--- config.mk ---
export PLATFORM = sky130hd
export DESIGN_NAME = cmp_wave_unit
export DESIGN_NICKNAME = d
export VERILOG_FILES = /design/src/rtl/cmp_wave_unit.sv
export SDC_FILE = /design/constraint.sdc
export NUM_CORES = 1
export LEC_CHECK = 0
export ABC_AREA = 1
export BUFFER_PORTS_ARGS = -buffer_cell sky130_fd_sc_hd__buf_4
export CORE_UTILIZATION = 48
export DETAILED_ROUTE_END_ITERATION = 10
export PLACE_DENSITY = 0.78
export RECOVER_POWER = 100
export SYNTH_ARGS = -nofsm -noshare
export SYNTH_HDL_FRONTEND = slang
export SYNTH_SLANG_ARGS = --single-unit
export TNS_END_PERCENT = 10
--- constraint.sdc ---
create_clock -name clk -period 1.85 [get_ports clk]
set_input_delay 0.37 -clock clk [delete_from_list [all_inputs] [get_ports clk]]
set_output_delay 0.37 -clock clk [all_outputs]
set_load 0.01 [all_outputs]
--- src/rtl/cmp_wave_unit.sv ---
module cmp_wave_unit #(
  parameter int W = 8
) (
  input  logic         clk,
  input  logic         rst_n,
  input  logic         wr_cmp,
  input  logic         wr_cnt,
  input  logic         force_stb,
  input  logic [W-1:0] wdata,
  input  logic [1:0]   out_mode,
  input  logic [1:0]   wave_mode,
  input  logic         tick,
  input  logic [W-1:0] cnt,
  input  logic         cnt_down,
  input  logic         at_top,
  input  logic         at_bottom,
  output logic         flag,
  output logic         clr_req,
  output logic         wave_out
);
  localparam logic [1:0] WM_CTC  = 2'b01;
  localparam logic [1:0] WM_FAST = 2'b10;

  logic [W-1:0] ocr, ocr_buf;
  logic blk, oc, oc_nx;

  wire pwm = wave_mode[1];
  wire hit = tick && !blk && (cnt == ocr);
  wire frc = force_stb && !pwm;

  always_ff @(posedge clk) begin
    if (!rst_n) begin
      ocr     <= '0;
      ocr_buf <= '0;
    end else begin
      if (wr_cmp) ocr_buf <= wdata;
      if (wr_cmp && !pwm) ocr <= wdata;
      else if (pwm && tick && at_top) ocr <= ocr_buf;
    end
  end

  always_ff @(posedge clk) begin
    if (!rst_n) blk <= 1'b0;
    else if (wr_cnt) blk <= 1'b1;
    else if (tick) blk <= 1'b0;
  end

  always_comb begin
    oc_nx = oc;
    if (!pwm) begin
      if (hit || frc) begin
        case (out_mode)
          2'b01:   oc_nx = ~oc;
          2'b10:   oc_nx = 1'b0;
          2'b11:   oc_nx = 1'b1;
          default: oc_nx = oc;
        endcase
      end
    end else if (out_mode[1]) begin
      if (hit)
        oc_nx = (wave_mode == WM_FAST) ? out_mode[0] : (out_mode[0] ^ cnt_down);
      else if (wave_mode == WM_FAST && tick && at_bottom)
        oc_nx = ~out_mode[0];
    end
  end

  always_ff @(posedge clk) begin
    if (!rst_n) begin
      oc      <= 1'b0;
      flag    <= 1'b0;
      clr_req <= 1'b0;
    end else begin
      oc      <= oc_nx;
      flag    <= hit;
      clr_req <= hit && (wave_mode == WM_CTC);
    end
  end

  assign wave_out = oc;

  AST_FLAG_NEEDS_TICK: assert property (@(posedge clk) disable iff (!rst_n)
    flag |-> $past(tick));
  AST_CLR_ONLY_CTC: assert property (@(posedge clk) disable iff (!rst_n)
    clr_req |-> ($past(wave_mode) == WM_CTC) && flag);
  AST_CNT_WRITE_BLOCKS: assert property (@(posedge clk) disable iff (!rst_n)
    wr_cnt ##1 tick |=> !flag);
  AST_FORCE_NO_FLAG: assert property (@(posedge clk) disable iff (!rst_n)
    (force_stb && !tick) |=> !flag && !clr_req);
  AST_PWM_FORCE_IGNORED: assert property (@(posedge clk) disable iff (!rst_n)
    (force_stb && wave_mode[1] && !tick) |=> $stable(wave_out));
  AST_OUT_HOLDS_IDLE: assert property (@(posedge clk) disable iff (!rst_n)
    (!tick && !force_stb) |=> $stable(wave_out));
endmodule

== Word-level counts from Yosys, hierarchy flattened ==
Cells that the tools add are included.
Storage, ports and cells
  register bits after elaboration: 20
Cells by class
  equality and inequality tests: 8
  muxes and demuxes: 11
  bitwise operators: 3
  reduce and logical (&&, ||, !) cells: 17
Operator list (count)
  $mux W8: 2
  $logic_and A1 B1 Y1: 9
  $eq A8 B8 Y1: 1
  $mux W1: 8
  $eq A2 B2 Y1 const B: 3
  $reduce_bool A2 Y1: 3
  $eq A2 B1 Y1 const B: 2
  $reduce_and A4 Y1: 1
  $reduce_bool A4 Y1: 1
  $ne A3 B1 Y1 const B: 1
  $pmux W1 S3: 1
  $logic_not A1 Y1: 2
  $ne A2 B2 Y1 const B: 1
  $not A1 Y1: 2
  $logic_or A1 B1 Y1: 1
  $xor A1 B1 Y1: 1

== Depth between registers and ports, before layout ==
Gate-level depths: netlist (run 1).
  word-level depth: 7
  gate-level depth with buffers: 12
  mapped depth without buffers: 12

== Least setup slack after synthesis (run 1) ==
OpenSTA, ideal clock, no wires.
  kind: input -> register
  from: input port wr_cmp
  to: register ocr[3]
  setup time: 0.124 ns
  arrival: 1.123 ns
  required time: 1.726 ns
  slack: 0.602 ns
  stages: 6
  path buffers: 2
  cells stage by stage: buf_2 -> nand2_1 -> buf_2 -> nor2_1 -> a211oi_1 -> a211oi_1
On the way
  word-level cells in the longest chain between the ends: 2
Ends and longest elaborated chain
  start, declared: RTL line 6  | input logic wr_cmp,
  $logic_and A1 B1 Y1 *: RTL line 37  | if (wr_cmp && !pwm) ocr <= wdata;
  $mux W8 or $reduce_bool A2 Y1 (tied branches)
  end signal, assigned: RTL line 37
  end signal, assigned: RTL line 38  | else if (pwm && tick && at_top) ocr <= ocr_buf;
  end, declared: RTL line 24  | logic [W-1:0] ocr, ocr_buf;
Mark *: on every way between the ends. The rest lies on a longest branch, timed or not.
A chain may end at the register's enable or synchronous reset.

== Final worst setup path (run 1) ==
  from: register ocr[6]
  to: register oc, in the netlist wave_out
On the way
  word-level cells in the longest chain between the ends: 5
Ends and longest elaborated chain
  $eq A8 B8 Y1 *: RTL line 28  | wire hit = tick && !blk && (cnt == ocr);
  $logic_and A1 B1 Y1 *: RTL line 28
  $mux W1 or $logic_or A1 B1 Y1 (tied branches): RTL line 60, 51
  $mux W1 or $reduce_bool A2 Y1 (tied branches)
  $mux W1 or $reduce_and A4 Y1 (tied branches)
  end signal, assigned: RTL line 73  | oc <= oc_nx;
  end, declared: RTL line 25  | logic blk, oc, oc_nx;
Mark *: on every way between the ends. The rest lies on a longest branch, timed or not. The select of a mux whose other input is x is not followed.

==> metrics.csv, run 1 <==
stage,metric,value,unit
outcome,status,"finished, final reports clean",
synth,syn_area,0.00114,mm2
critical_path,cp.arrival,1.67,ns
critical_path,critical-path-top-delay-family,simple AND/OR/NAND/NOR gates,
die,die_area,0.00258,mm2
final_layout,area_growth,22.8,%
detailed_routing,wl_per_cell,10.3,um
die,die_width,50.8,um
sta,max_freq,703,MHz
detailed_routing,via_count,1203,
synth,synth_cell_type_count,25,
critical_path,max_stage_delay,0.41,ns
die,rows,17,
clock_network,clock_path_buffers,2,
critical_path,path_buf_inv,0,
synth,synthesis.nets,205,
final_layout,fill_cells,219,
detailed_routing,dr.pass1.iters,6,
synth,avgSynthCellArea,6.53,um2
place,portBuffers,31,
global_route,use_met1,0.281,
final_layout,drive_gt1_frac,0.199,
detailed_routing,viasPerCell,5.14,
detailed_routing,final_antenna_net_count,0,
critical_path,path_common_cell,nand2_1,
critical_path,startpoint_type,flop,
final_layout,final_area,0.00140,mm2
clock_network,root_buffer,clkbuf_4,
global_route,gr-usage-met2,0.333,
die,pin_count,32,
synth,netlist_top_cells_area,"dfxtp_1 35%, nand2_1 12%, inv_1 8.5%, nor2_1 7.6%, o21ai_0 6.1%",
critical_path,path_class,flop to flop,
clock_network,post_cts_buffers,0,
synth,synth_top_area_frac,0.350,
sta,finalSetupViolCount,0,
critical_path,crit_path_end_kind,flop,
global_route,gr-usage-all-layers,0.212,
critical_path,cp_data_required_time,2.10,ns
sta,fin_crit_sh,0.769,
detailed_routing,drc,0,
synth,synth_most_common_cell,nand2_1,
synth,yosysWarnings,0,
synth,synthArstFlopShare,0,
die,start_util,0.511,
global_route,globalRouteMet3Util,0.0273,
power,total_power,0.000936,W
synth,synth_seq_cells,20,
place,placed_area,0.00139,mm2
detailed_routing,dr.first_iter.drc_count,27,
synth,synth_edf_count,0,
global_route,grt-busiest-layer,met2,
job,cap_violations,0,
sta,fin_worst_skew,0.00108,ns
critical_path,worstPathMaxFanout,7,
place,numPlacedInstances,230,
critical_path,cp_slowest_cell,dfxtp_1,
clock_network,cts_sinks,20,
power,power.leakage,0.720,nW
sta,drv_slew,0,
clock_network,cts_tree,built,
synth,ys_seq_area_frac,0.350,
die,coreArea,0.00223,mm2
global_route,overflow,0,
global_route,first_global_vias,1014,
critical_path,crit_chain,nor2_1 > nor2_1 > nand2_1 > nor2_4 > nand3_1 > nand2_1 > nand2_1 > nand3_2 > nand2_1 > nor2_1,
sta,rsz0062_at_grt,no,
sta,period_minus_slack,1.42,ns
clock_network,clkSlewWorstSetupHoldPaths,0.11,ns
place,hpwlAfterDp,1900,um
clock_network,ctsResizeCount,0,
global_route,grt_pass1_wl,4110,um
global_route,antenna_found_initial,0,
synth,synth_top_area_cell,dfxtp_1,
synth,synth_flop_cell,dfxtp_1,
clock_network,holdBufCountCts,0,
clock_network,clk_latency,0.30,ns
final_layout,fin_cells,234,
clock_network,cts_max_level,1,
clock_network,cts_inserted_buffers,3,
synth,syn_inst,175,
sta,relSlewSlack,0.814,
final_layout,antenna-diode-count,0,
worst_hold_path,hold_class,primary input to flop,
power,irDropWorstVdd,0.522,mV
sta,hold_viol,0,
detailed_routing,routed_wl,2410,um
global_route,grt_start_max_net_pins,20,
place,place_congestion,0.773,
sta,tightest_slew,0.277,ns
power,p_per_area,667,mW/mm2
final_layout,nets,237,
die,die_height,50.8,um
sta,setup_tns,0,ns
synth,ys_top_cells_by_count,"37 x nand2_1, 26 x inv_1, 23 x nor2_1, 20 x dfxtp_1, 14 x o21ai_0",
power breakdown:
group | switching (W) | leakage [nW] | internal, W
sequential | 0.0000183 | 0.165 | 0.000460
combinational | 0.000111 | 0.533 | 0.0000931
clock | 0.000134 | 0.0210 | 0.000120
path summary, 6_finish.rpt:
path	from	cells past startpoint	end	slack, ns
max	ocr[6]	10	wave_out	0.43
min reg2reg	ocr[3]	2	ocr[3]	0.48
max reg2reg	ocr[6]	10	wave_out	0.43
min	wr_cnt	3	blk	0.28
cells by family (layout without fill, tap and decap cells):
group           count (synthesis)  in the layout  share of synthesized area
simple gates                   82             82                      0.329
flops                          20             20                      0.350
buf+inv                        36             67                      0.124
xor+xnor                        2              2                     0.0153
compound gates                 34             34                      0.171
fa+ha+maj                       1              1                     0.0110
metal layers:
layer  share of wire  up-vias
li1                -      619
met1            0.46      536
met2            0.47       40
met3           0.054        8
met4           0.013        0
met5               0        -
registers in the layout, indices dropped and copies added (netlist names):
signal / cells
ocr: 8
clr_req: 1
wave_out: 1
flag: 1
ocr_buf: 8
blk: 1
layout make-up:
type                    instances  area, um2  area share
clock buffers                   4       36.3      0.0259
inverters                      31        116      0.0830
multi-input cells             119        586       0.417
flip-flops and latches         20        400       0.285
well taps                      28       35.0      0.0250
repair buffers                 32        229       0.163
per-stage QoR:
| step | hold slack, ns | setup slack (ns) | util |
|---|---|---|---|
| CTS | 0.273 | 0.559 | 0.640 |
| detailed placement | 0.467 | 0.403 | 0.624 |
| global placement | 0.455 | 0.447 | 0.624 |
| global route | 0.291 | 0.217 | 0.628 |
| finish | 0.275 | 0.427 | 0.628 |
| floorplan | 0.446 | 0.602 | - |
worst min-delay path, delay by kind of cell:
kind	cells	cell delay (ns)
compound gates	1	0.03
simple gates	1	0.07
buf+inv	1	0.08
layout by cell type (no fill, tap or decap), drive strengths merged, types with 2 or more instances in the layout:
cell type and count:
buf 29, o21ai 14, clkbuf 7, dfxtp 20, nand2 40, nand3 12, xor2 2, inv 31
a21oi 8, nor2 25, a31oi 4, a211oi 8
No activity file was read; power rests on OpenSTA's default activity.
==> inputs of run 2 (changes only) <==
- clock period: 1.85 -> 1.4 ns (I/O delays scaled with it)
==> metrics.csv, run 2 (synthesis gave the netlist of run 1 again) <==
stage,metric,value,unit,change
detailed_routing,via_count,1153,,was 1203
critical_path,cp_data_required_time,1.61,ns,was 2.10 ns
clock_network,clock_path_buffers,2,,unchanged
sta,drv_slew,0,,unchanged
critical_path,reg2reg_from,ocr[5],,was ocr[6]
job,cap_violations,0,,unchanged
place,portBuffers,31,,unchanged
critical_path,path_class,flop to flop,,unchanged
global_route,first_global_vias,1026,,was 1014
outcome,status,"finished, final reports clean",,unchanged
detailed_routing,dr.first_iter.drc_count,30,,was 27
critical_path,rr_worst_depth,10,,unchanged
sta,period_minus_slack,1.30,ns,was 1.42 ns
place,hpwlAfterDp,1970,um,was 1900 um
critical_path,r2r_slack,0.10,ns,was 0.43 ns
power,power.leakage,0.725,nW,was 0.720 nW
critical_path,crit_chain,inv_1 > or2_0 > nand3b_1 > inv_1 > nand3_4 > nand2_1 > nand3_1 > nand2_1 > nor2_1 > nor2_1,,was nor2_1 > nor2_1 > nand2_1 > nor2_4 > nand3_1 > nand2_1 > nand2_1 > nand3_2 > nand2_1 > nor2_1
final_layout,top_regs,"ocr: 8 flops, ocr_buf: 8 flops",,unchanged
clock_network,root_buffer,clkbuf_4,,unchanged
critical_path,cp.arrival,1.51,ns,was 1.67 ns
worst_hold_path,holdPathEnd,blk,,unchanged
final_layout,fill_cells,224,,was 219
global_route,gr-usage-all-layers,0.203,,was 0.212
clock_network,cts_inserted_buffers,3,,unchanged
final_layout,layout_commonest_cell,nand2_1,,unchanged
die,die_height,50.8,um,unchanged
critical_path,crit_path_end_kind,flop,,unchanged
critical_path,worstPathMaxFanout,7,,unchanged
power,total_power,0.00124,W,was 0.000936 W
detailed_routing,dr.pass1.iters,4,,was 6
sta,hold_viol,0,,unchanged
die,rows,17,,unchanged
die,coreArea,0.00223,mm2,unchanged
detailed_routing,final_antenna_net_count,0,,unchanged
global_route,overflow,0,,unchanged
critical_path,cp_slowest_cell,dfxtp_1,,unchanged
die,pin_count,32,,unchanged
place,place_congestion,0.799,,was 0.773
power,p_per_area,869,mW/mm2,was 667 mW/mm2
clock_network,cts_tree,built,,unchanged
critical_path,startpoint_type,flop,,unchanged
die,start_util,0.511,,unchanged
critical_path,max_stage_delay,0.36,ns,was 0.41 ns
sta,max_freq,769,MHz,was 703 MHz
worst_hold_path,hold_depth,3,,unchanged
die,die_width,50.8,um,unchanged
sta,relSlewSlack,0.806,,was 0.814
clock_network,clk_latency,0.30,ns,about the same
final_layout,antenna-diode-count,0,,unchanged
final_layout,final_cell_mix,"38 x nand2_1, 28 x buf_4, 27 x inv_1",,"was 38 x nand2_1, 29 x buf_4, 28 x inv_1"
final_layout,area_growth,24.6,%,was 22.8%
clock_network,cts_sinks,20,,unchanged
clock_network,post_cts_buffers,0,,unchanged
sta,finalSetupViolCount,0,,unchanged
detailed_routing,wl_per_cell,10.4,um,was 10.3 um
global_route,antenna_found_initial,0,,unchanged
global_route,grt_start_max_net_pins,19,,was 20
clock_network,clkSlewWorstSetupHoldPaths,0.11,ns,about the same
worst_hold_path,hold_class,primary input to flop,,unchanged
global_route,grt_pass1_wl,4000,um,was 4110 um
final_layout,seqCellArea,403,um2,was 400 um2
detailed_routing,drc,0,,unchanged
detailed_routing,viasPerCell,4.89,,was 5.14
sta,tightest_slew,0.291,ns,was 0.277 ns
sta,rsz0062_at_grt,no,,unchanged
critical_path,r2r-end,wave_out,,unchanged
sta,setup_tns,0,ns,unchanged
sta,fin_worst_skew,0.00799,ns,was 0.00108 ns
die,die_area,0.00258,mm2,unchanged
worst_hold_path,hp-start,wr_cnt,,unchanged
detailed_routing,routed_wl,2470,um,was 2410 um
clock_network,cts_max_level,1,,unchanged
final_layout,drive_gt1_frac,0.221,,was 0.199
final_layout,nets,239,,was 237
power,irDropWorstVdd,0.787,mV,was 0.522 mV
final_layout,multi_input_area,598,um2,was 586 um2
sta,fin_crit_sh,0.928,,was 0.769
-- run 2: worst max path at each step --
stage                            start  endpoint  cells past startpoint
final                           ocr[5]  wave_out                     10
after global routing            ocr[5]  wave_out                     10
after CTS                       ocr[6]  wave_out                      9
after detailed placement  wave_mode[1]  wave_out                      9
after global placement    wave_mode[1]    ocr[3]                      6
after floorplan                 wr_cmp    ocr[3]                      6
-- run 2: worst max-delay path, delay by kind of cell, from the launching register on --
kind	cells	cell delay (ns)
buf+inv	2	0.12
simple gates	8	0.73
flops	1	0.36
-- run 2: cell type report --
class | count | share of cell area
clock buffer | 4 | 0.0255
inverter | 31 | 0.0817
multi-input combinational | 119 | 0.420
sequential | 20 | 0.283
tap | 28 | 0.0246
timing repair buffer | 34 | 0.165
-- run 2: what timing repair did --
item	CTS	global route
endpoints found under the setup margin	0	1
gates resized for setup	0	2
hold buffers	0	0
-- run 2: metal layers --
metal / part of all wire / up-vias / global-route usage
li1: - / 622 / -
met1: 0.49 / 510 / 0.256
met2: 0.48 / 19 / 0.338
met3: 0.030 / 2 / 0.0333
met4: 0.0065 / 0 / 0.0880
met5: 0 / - / 0
-- run 2: report_power, final --
group / total (W) / internal [W] / switching (W)
combinational: 0.000276 / 0.000124 / 0.000152
sequential: 0.000633 / 0.000609 / 0.0000239
clock: 0.000328 / 0.000158 / 0.000170
-- run 2: through the flow --
stage / setup WS, ns / cells / cell area [um2] / hold slack (ns) / utilization
2_1_floorplan: 0.242 / 175 / 1140 / 0.397 / -
3_3_place_gp: 0.0953 / 232 / 1410 / 0.455 / 0.630
3_5_place_dp: 0.0601 / 232 / 1410 / 0.466 / 0.630
4_1_cts: 0.112 / 236 / 1440 / 0.191 / 0.646
5_1_grt: 0.00278 / 236 / 1420 / 0.178 / 0.638
6_report: 0.100 / 236 / 1420 / 0.196 / 0.638
==> inputs of run 3 (changes only) <==
- CORE_MARGIN: unset -> 10
- CTS_BUF_LIST: unset -> sky130_fd_sc_hd__clkbuf_8
==> metrics.csv, run 3 (synthesis gave the netlist of run 1 again) <==
stage,metric,value,unit,change
power,irDropWorstVdd,0.657,mV,was 0.787 mV
critical_path,cp_slowest_cell,dfxtp_2,,was dfxtp_1
power,share_comb_of_total_power,0.213,,was 0.223
sta,max_freq,763,MHz,was 769 MHz
critical_path,path_class,flop to flop,,unchanged
critical_path,worstPathMaxFanout,7,,unchanged
die,coreArea,0.00223,mm2,unchanged
sta,finalSetupViolCount,0,,unchanged
power,seqPwrFrac,0.465,,was 0.511
detailed_routing,dr.pass1.iters,4,,unchanged
worst_hold_path,hold_class,primary input to flop,,unchanged
sta,holdWs,0.221,ns,was 0.196 ns
place,portBuffers,31,,unchanged
sta,fin_crit_sh,0.936,,was 0.928
global_route,grt_pass1_wl,4750,um,was 4000 um
clock_network,holdBufCountCts,0,,unchanged
final_layout,drive_gt1_frac,0.287,,was 0.221
power,swShare,0.276,,was 0.280
die,die_area,0.00473,mm2,was 0.00258 mm2
global_route,first_global_vias,1136,,was 1026
sta,setup_tns,0,ns,unchanged
critical_path,max_stage_delay,0.32,ns,was 0.36 ns
die,pin_count,32,,unchanged
global_route,grt_start_max_net_pins,19,,unchanged
final_layout,final_area,0.00148,mm2,was 0.00142 mm2
place,placed_area,0.00141,mm2,unchanged
clock_network,cts_inserted_buffers,3,,unchanged
clock_network,clock_path_buffers,2,,unchanged
critical_path,cp_data_required_time,1.57,ns,was 1.61 ns
die,rows,17,,unchanged
sta,relSlewSlack,0.596,,was 0.806
power,power.leakage,0.742,nW,was 0.725 nW
clock_network,cts_sinks,20,,unchanged
final_layout,top_regs,"ocr: 8 flops, ocr_buf: 8 flops",,unchanged
final_layout,final_cell_mix,"35 x nand2_1, 27 x buf_4, 25 x inv_1",,"was 38 x nand2_1, 28 x buf_4, 27 x inv_1"
place,place_congestion,0.842,,was 0.799
die,die_height,68.8,um,was 50.8 um
critical_path,cp.arrival,1.48,ns,was 1.51 ns
clock_network,cts_max_level,1,,unchanged
clock_network,cts_tree,built,,unchanged
detailed_routing,via_count,1188,,was 1153
detailed_routing,final_antenna_net_count,0,,unchanged
die,start_util,0.511,,unchanged
sta,drv_slew,0,,unchanged
critical_path,startpoint_type,flop,,unchanged
clock_network,root_buffer,clkbuf_8,,was clkbuf_4
place,dp_worst_setup_slack,0.0511,ns,was 0.0601 ns
sta,timing.final.ws_setup,0.0895,ns,was 0.100 ns
sta,hold_viol,0,,unchanged
final_layout,layout_commonest_cell,nand2_1,,unchanged
power,netSwitchingPower,0.000378,W,was 0.000346 W
detailed_routing,wl_per_cell,12.5,um,was 10.4 um
detailed_routing,routed_wl,2970,um,was 2470 um
clock_network,clkSlewWorstSetupHoldPaths,0.08,ns,was 0.11 ns
global_route,antenna_found_initial,0,,unchanged
critical_path,r2r_slack,0.09,ns,was 0.10 ns
critical_path,crit_chain,inv_1 > nand2_1 > nand2_1 > inv_1 > nand2_2 > nor2_4 > nand3_4 > nand3_2 > nand3_2 > nor2_2 > nor2_1,,was inv_1 > or2_0 > nand3b_1 > inv_1 > nand3_4 > nand2_1 > nand3_1 > nand2_1 > nor2_1 > nor2_1
detailed_routing,drc,0,,unchanged
detailed_routing,dr.first_iter.drc_count,48,,was 30
final_layout,nets,240,,was 239
die,die_width,68.8,um,was 50.8 um
final_layout,antenna-diode-count,0,,unchanged
clock_network,clk_latency,0.26,ns,was 0.30 ns
sta,tightest_slew,0.607,ns,was 0.291 ns
job,cap_violations,0,,unchanged
power,internal_power,0.000989,W,was 0.000892 W
detailed_routing,viasPerCell,5.01,,was 4.89
critical_path,crit_path_end_kind,flop,,unchanged
power,total_power,0.00137,W,was 0.00124 W
outcome,status,"finished, final reports clean",,unchanged
power,p_per_area,923,mW/mm2,was 869 mW/mm2
place,hpwlAfterDp,2240,um,was 1970 um
sta,period_minus_slack,1.31,ns,was 1.30 ns
global_route,overflow,0,,unchanged
final_layout,area_growth,29.7,%,was 24.6%
power,clockPowerShare,0.322,,was 0.265
sta,fin_worst_skew,0.00600,ns,was 0.00799 ns
global_route,gr-usage-all-layers,0.127,,was 0.203
run 3: stage by stage:
step / utilization / std cells
3_3_place_gp: 0.630 / 232
3_5_place_dp: 0.630 / 232
2_1_floorplan: - / 175
4_1_cts: 0.655 / 236
6_report: 0.663 / 237
5_1_grt: 0.663 / 237
run 3: metal layers:
metal / vias to the layer above / track usage / wire (um)
met5: - / 0 / 0
met4: 0 / 0.0443 / 52
met3: 7 / 0.0290 / 143
met2: 21 / 0.224 / 1500
met1: 537 / 0.148 / 1270
li1: 623 / - / -
run 3: layout make-up:
type / count / area, um2
Timing Repair Buffer: 35 / 243
Multi-Input combinational cell: 119 / 626
Inverter: 31 / 116
Clock buffer: 4 / 55.1
Fill cell: 214 / 752
Sequential cell: 20 / 407
Tap cell: 28 / 35.0
run 3: path summary, 6_finish.rpt:
kind	startpoint	to	cells after the start
worst max-delay path	ocr[1]	wave_out	11
worst min register to register	ocr_buf[6]	ocr[6]	2
worst max register to register	ocr[1]	wave_out	11
worst min-delay path	wr_cnt	blk	3
run 3: repair_timing:
item | 4_1_cts | 5_1_grt
setup endpoints to repair | 0 | 1
setup buffers | 0 | 1
gates resized for setup | 0 | 13
run 3: power by group through the flow:
stage	Clock (W)	Combinational, W	Sequential (W)
final	0.000441	0.000291	0.000635
after global placement	0	0.000273	0.000643
after CTS	0.000443	0.000286	0.000632
after floorplan	0	0.000174	0.000639
after global routing	0.000470	0.000330	0.000638
after detailed placement	0	0.000282	0.000644
run 3: worst max-delay path: cells and delay by family, from the launching register on:
family | cells | cell delay (ns)
buffers and inverters | 2 | 0.13
flip-flops | 1 | 0.32
AND/OR/NAND/NOR | 9 | 0.76
